File: config.mk
export PLATFORM = sky130hd
export DESIGN_NAME = octalTrimBank
export DESIGN_NICKNAME = d
export VERILOG_FILES = /design/src/rtl/trimbank_pkg.sv /design/src/rtl/syncBit.sv /design/src/rtl/serialCtrl.sv /design/src/rtl/codeBank.sv /design/src/rtl/octalTrimBank.sv
export SDC_FILE = /design/constraint.sdc
export NUM_CORES = 1
export LEC_CHECK = 0
export ABC_CLOCK_PERIOD_IN_PS = 4900
export BUFFER_PORTS_ARGS = -buffer_cell sky130_fd_sc_hd__buf_2
export CAP_MARGIN = 0
export CORE_ASPECT_RATIO = 1.5
export CORE_MARGIN = 2
export CORE_UTILIZATION = 58
export DETAILED_ROUTE_END_ITERATION = 8
export PLACE_DENSITY = 0.81
export SYNTH_ARGS = -nofsm -noshare
export SYNTH_HDL_FRONTEND = slang
export SYNTH_SLANG_ARGS = --single-unit
File: constraint.sdc
create_clock -name clk -period 4.9 [get_ports clk]
set_input_delay 0.49 -clock clk [delete_from_list [all_inputs] [get_ports clk]]
set_output_delay 0.49 -clock clk [all_outputs]
set_load 0.01 [all_outputs]
File: src/rtl/trimbank_pkg.sv
package trimbank_pkg;
  // Strobes from the serial control to the code datapath
  typedef struct packed {
    logic shiftEn;   // take shiftBit into the frame shifter
    logic shiftBit;  // synchronized serial data
    logic commit;    // a complete frame ended; load the addressed channel
  } bankCtl_t;
endpackage

File: src/rtl/syncBit.sv
module syncBit #(
  parameter int  STAGES    = 2,
  parameter logic RESET_VAL = 1'b0
) (
  input  logic clk,
  input  logic rstN,
  input  logic din,
  output logic dout
);
  logic [STAGES-1:0] pipe;

  always_ff @(posedge clk or negedge rstN) begin
    if (!rstN) pipe <= {STAGES{RESET_VAL}};
    else       pipe <= {pipe[STAGES-2:0], din};
  end

  assign dout = pipe[STAGES-1];
endmodule

File: src/rtl/serialCtrl.sv
module serialCtrl
  import trimbank_pkg::*;
#(
  parameter int FRAME_LEN   = 11,
  parameter int SYNC_STAGES = 2
) (
  input  logic     clk,
  input  logic     rstN,
  input  logic     sclk,
  input  logic     csN,
  input  logic     sdi,
  input  logic     shdnN,
  output bankCtl_t ctl,
  output logic     shutdownActive
);
  localparam int NUM_SYNC = 4;
  localparam int CNT_W    = $clog2(FRAME_LEN + 2);
  localparam logic [CNT_W-1:0] CNT_SAT  = CNT_W'(FRAME_LEN + 1);
  localparam logic [CNT_W-1:0] CNT_FULL = CNT_W'(FRAME_LEN);
  // idle levels: shdnN high, sdi low, csN high, sclk low
  localparam logic [NUM_SYNC-1:0] SYNC_RST = 4'b1010;

  logic [NUM_SYNC-1:0] rawIn, syncIn;
  assign rawIn = {shdnN, sdi, csN, sclk};

  for (genvar i = 0; i < NUM_SYNC; i++) begin : g_sync
    syncBit #(.STAGES(SYNC_STAGES), .RESET_VAL(SYNC_RST[i])) i_sync (
      .clk(clk), .rstN(rstN), .din(rawIn[i]), .dout(syncIn[i])
    );
  end

  logic sclkS, csS, sdiS, shdnS;
  assign {shdnS, sdiS, csS, sclkS} = syncIn;

  logic sclkPrev, csPrev;
  logic [CNT_W-1:0] bitCnt;

  always_ff @(posedge clk or negedge rstN) begin
    if (!rstN) begin
      sclkPrev <= 1'b0;
      csPrev   <= 1'b1;
    end else begin
      sclkPrev <= sclkS;
      csPrev   <= csS;
    end
  end

  logic sclkRise, csRise;
  assign sclkRise = sclkS & ~sclkPrev;
  assign csRise   = csS & ~csPrev;

  // bit counter saturates one past a full frame so long frames stay invalid
  always_ff @(posedge clk or negedge rstN) begin
    if (!rstN)                            bitCnt <= '0;
    else if (csS)                         bitCnt <= '0;
    else if (sclkRise && bitCnt != CNT_SAT) bitCnt <= bitCnt + 1'b1;
  end

  always_comb begin
    ctl.shiftEn  = sclkRise & ~csS;
    ctl.shiftBit = sdiS;
    ctl.commit   = csRise & (bitCnt == CNT_FULL);
  end

  assign shutdownActive = ~shdnS;
endmodule

File: src/rtl/codeBank.sv
module codeBank
  import trimbank_pkg::*;
#(
  parameter int ADDR_W = 3,
  parameter int DATA_W = 8,
  parameter logic [DATA_W-1:0] RESET_CODE = 8'h80
) (
  input  logic                           clk,
  input  logic                           rstN,
  input  bankCtl_t                       ctl,
  output logic [(1<<ADDR_W)*DATA_W-1:0]  codes,
  output logic                           updateStrobe,
  output logic [ADDR_W-1:0]              updateAddr
);
  localparam int NUM_CH    = 1 << ADDR_W;
  localparam int FRAME_LEN = ADDR_W + DATA_W;

  logic [FRAME_LEN-1:0] frameReg;
  logic [ADDR_W-1:0]    frameAddr;
  logic [DATA_W-1:0]    frameData;

  always_ff @(posedge clk or negedge rstN) begin
    if (!rstN)            frameReg <= '0;
    else if (ctl.shiftEn) frameReg <= {frameReg[FRAME_LEN-2:0], ctl.shiftBit};
  end

  assign frameAddr = frameReg[FRAME_LEN-1 -: ADDR_W];
  assign frameData = frameReg[DATA_W-1:0];

  for (genvar ch = 0; ch < NUM_CH; ch++) begin : g_chan
    logic [DATA_W-1:0] codeReg;
    always_ff @(posedge clk or negedge rstN) begin
      if (!rstN)                                          codeReg <= RESET_CODE;
      else if (ctl.commit && frameAddr == ADDR_W'(ch))    codeReg <= frameData;
    end
    assign codes[ch*DATA_W +: DATA_W] = codeReg;
  end

  always_ff @(posedge clk or negedge rstN) begin
    if (!rstN) begin
      updateStrobe <= 1'b0;
      updateAddr   <= '0;
    end else begin
      updateStrobe <= ctl.commit;
      if (ctl.commit) updateAddr <= frameAddr;
    end
  end
endmodule

File: src/rtl/octalTrimBank.sv
module octalTrimBank
  import trimbank_pkg::*;
#(
  parameter int ADDR_W = 3,
  parameter int DATA_W = 8
) (
  input  logic                          clk,
  input  logic                          rstN,
  input  logic                          sclk,
  input  logic                          csN,
  input  logic                          sdi,
  input  logic                          shdnN,
  output logic [(1<<ADDR_W)*DATA_W-1:0] codes,
  output logic                          shutdownActive,
  output logic                          updateStrobe,
  output logic [ADDR_W-1:0]             updateAddr
);
  localparam int FRAME_LEN = ADDR_W + DATA_W;
  localparam logic [DATA_W-1:0] MID_CODE = DATA_W'(1) << (DATA_W - 1);

  bankCtl_t ctl;

  serialCtrl #(.FRAME_LEN(FRAME_LEN)) i_ctrl (
    .clk(clk), .rstN(rstN), .sclk(sclk), .csN(csN), .sdi(sdi),
    .shdnN(shdnN), .ctl(ctl), .shutdownActive(shutdownActive)
  );

  codeBank #(.ADDR_W(ADDR_W), .DATA_W(DATA_W), .RESET_CODE(MID_CODE)) i_bank (
    .clk(clk), .rstN(rstN), .ctl(ctl), .codes(codes),
    .updateStrobe(updateStrobe), .updateAddr(updateAddr)
  );
endmodule

==> impl_results.md <==
* PostCTS Resize Cnt at 0
* Routed WL at ~6600 um
* Fin crit period at 1830 ps
* WHS at 78.8 ps
* Initial antenna violation count at 0
* TritonCTS clock tree: built
* Synth Cell Area at 3610 um2
* Routed vias at 2091
* Fin. Hold Viols at 0
* Cells after Synth at about 220
* Chip Width at between 60 and 70 um
* Critical Path End: i_bank.g_chan[3].codeReg[2]
* # hold bufs at CTS at 0
* Critical Path RT at slightly above 5000 ps
* Worst Path Arrival at between 2000 and 2500 ps
* Final Util at approximately 70%
* Gr ovfl total at 0
* DRT iter0 DRCs at between 100 and 150
* Status: completed
* Clk Latency, worst-skew pair at ~360 ps
* Final setup TNS at 0 ps
* Seq cells post-synth at between 90 and 100
* Max Root-Sink Buffers at 2
* CP top delay family: simple AND/OR/NAND/NOR gates
* Final setup fails at 0
* GP Congestion at 0.791
* Unrepaired setup endpoints after global routing: false
* Mapped Nets at about 230
* Crit Reg-Reg Startpoint: i_ctrl.bitCnt[1]
* Full die area at between 6000 and 7000 um2
* FFs w/ async S/R, synth at 100%
* Drt pass-1 iters at 5
* Area growth syn-to-layout at 18.1%
* Post-synth top area cell: dfrtp_1
* Sequential share of the synthesized area at 65.0%
* Peak fanout along the critical path at 8
* Fin cells at 375
* Pwr/cell area at 357 nW/um2
* Slew Viols, Final at 0
* CP startpoint: i_ctrl.bitCnt[1]
* Final ANT Viol Nets at 0
* Core footprint at 6090 um2
* Final period util at between 30% and 40%
* Critical-path cell with the highest stage delay: nor3_4
* CTS Buf Count at 9
* Critical setup path kind: reg2reg
* First-pass GRT wire length at 10800 um
* Root Buffer: clkbuf_8
* Reg2reg setup slack at around 3000 ps
* CTS clk-pin slew, worst paths at approximately 80 ps
* Critical path buffers and inverters at 0
* Worst r2r dst: i_bank.g_chan[3].codeReg[2]
* Post-layout net count at approximately 300
* Die height at slightly above 100 um
* Cell Rows at 35
* Residual DRC count at 0
* Largest net degree at the start of global routing at between 50 and 60
* Pleak at about 2.3 nW
* Total GRT Usage at a little over a fifth
* Routed len/inst at between 15 and 20 um
* Share of layout cells above drive strength 1 at between 60% and 70%
* EDFF count, synth at 0
* Hold WC Path Type: in2async
* Crit path cell chain: ha_1 -> nand3b_2 -> nor3_4 -> mux2_2
* Ant. Diodes at 0
* Worst R2R Path Depth at 4
* Detailed Place HPWL at 4680 um
* Skew final at 5.84 ps
* Synth warnings at 0
* H-tree depth at 3
* Syn_area_per_cell at 16.3 um2
* Setup crit end kind: flip-flop
* Max VDD drop at 0.246 mV
* Tightest Pin Transition at a little over 800 ps
* Inst Count DP at about 360
* CP Depth at 4
* Vias per cell at approximately 5.6
* Post-CTS Setup Repair Bufs at 0
* Max cap viols at 0
* CP Launch Type: flip-flop
* CP max stage delay at around 450 ps
* Fmax at around 550 MHz
* Vias in the first global route at 2134
* Post-synth cell types at 29
* Post-synth top area share at around 55%
* Synth area leaders: dfrtp_1 (55%), mux2_2 (24%), dfstp_2 (9.5%)
* IO Port Bufs at 74
* Main flop type after synthesis: dfrtp_1
* Ports at between 70 and 80
* Pwr Total at 1.52 mW
* Relative slew slack at between 40% and 50%
* Starting density of the core at approximately three fifths
* Sink Count at 93
## layout make-up
type | instances | area, um2
Sequential cell | 93 | 2340
Fill cell | 440 | 1830
Multi-Input combinational cell | 113 | 1200
Timing Repair Buffer | 75 | 380
Clock buffer | 13 | 159
Tap cell | 74 | 92.6
Clock inverter | 3 | 67.6
Inverter | 4 | 15.0
## synth_stat cells (2+ instances only)
library cell / n
dfstp_2: 13
mux2_2: 77
nand2_2: 6
dfrtp_1: 80
buf_1: 8
ha_1: 2
and4bb_2: 2
nor3_4: 2
mux2_1: 2
nand2b_1: 3
nor2_1: 3
inv_1: 4
buf_2: 3
## cell usage in the layout (no fill, tap or decap)
master,synthesis,layout
mux2_2,77,77
mux2_1,2,2
and4b_1,1,1
nand2b_1,3,3
nand4b_4,1,1
and4bb_1,1,1
clkbuf_8,0,11
buf_2,3,73
a31oi_1,1,1
clkbuf_1,0,2
nor3_4,2,2
nor3_1,1,1
mux2i_1,1,1
inv_1,4,4
nor2_1,3,3
clkinvlp_4,0,1
a211oi_1,1,1
bufinv_16,0,2
dfstp_2,13,13
nor3b_2,1,1
nor2b_1,1,1
nand3_1,1,1
buf_4,0,2
nand2_2,6,6
a21boi_0,1,1
dfrtp_1,80,80
and4bb_2,2,2
nand3b_2,1,1
ha_1,2,2
a41oi_1,1,1
a21oi_1,1,1
nor4b_4,1,1
a311oi_1,1,1
## layer usage
| metal | GRT usage, % | wire, um |
|---|---|---|
| met5 | 0 | 0 |
| met4 | 10.6 | 128 |
| met3 | 3.80 | 227 |
| met2 | 34.6 | 3730 |
| met1 | 28.1 | 2560 |
## metrics by stage
step | worst slack, ps | cell area, um2
detailed placement | 3090 | 4040
global route | 2970 | 4260
CTS | 3090 | 4260
floorplan | 3240 | 3610
finish | 3070 | 4260
global placement | 3120 | 4040
## how the worst min path moves through the flow
stage	slack, ps	to	cells past startpoint	startpoint
floorplan	190	i_bank.frameReg[0]	0	rstN
global placement	330	i_ctrl.g_sync[2].i_sync.pipe[1]	0	i_ctrl.g_sync[2].i_sync.pipe[0]
detailed placement	340	i_ctrl.g_sync[2].i_sync.pipe[1]	0	i_ctrl.g_sync[2].i_sync.pipe[0]
CTS	90	i_ctrl.g_sync[0].i_sync.pipe[1]	1	rstN
global route	110	i_bank.g_chan[2].codeReg[4]	1	rstN
finish	80	i_bank.g_chan[2].codeReg[6]	1	rstN
## report_power, final
part	internal, mW	switching, mW	total (mW)
sequential	0.804	0.0938	0.898
combinational	0.0343	0.0268	0.0611
clock	0.316	0.247	0.563
## registers in the layout, indices dropped and copies added, names as in the netlist
register	cells
i_ctrl.sclkPrev	1
i_ctrl.g_sync.i_sync.pipe	8
i_ctrl.bitCnt	4
i_bank.updateStrobe	1
i_ctrl.csPrev	1
i_bank.g_chan.codeReg	64
i_bank.frameReg	11
i_bank.updateAddr	3
## kinds of logic after synthesis
| logic type | Yosys count | share of synthesized area, % |
|---|---|---|
| DFF | 93 | 65.0 |
| AOI/OAI and AO/OA | 6 | 1.21 |
| adders and majority gates | 2 | 0.694 |
| muxes | 80 | 24.9 |
| and+or+nand+nor | 25 | 6.52 |
| buffers and inverters | 15 | 1.66 |
(Power assumes the default switching activity.)
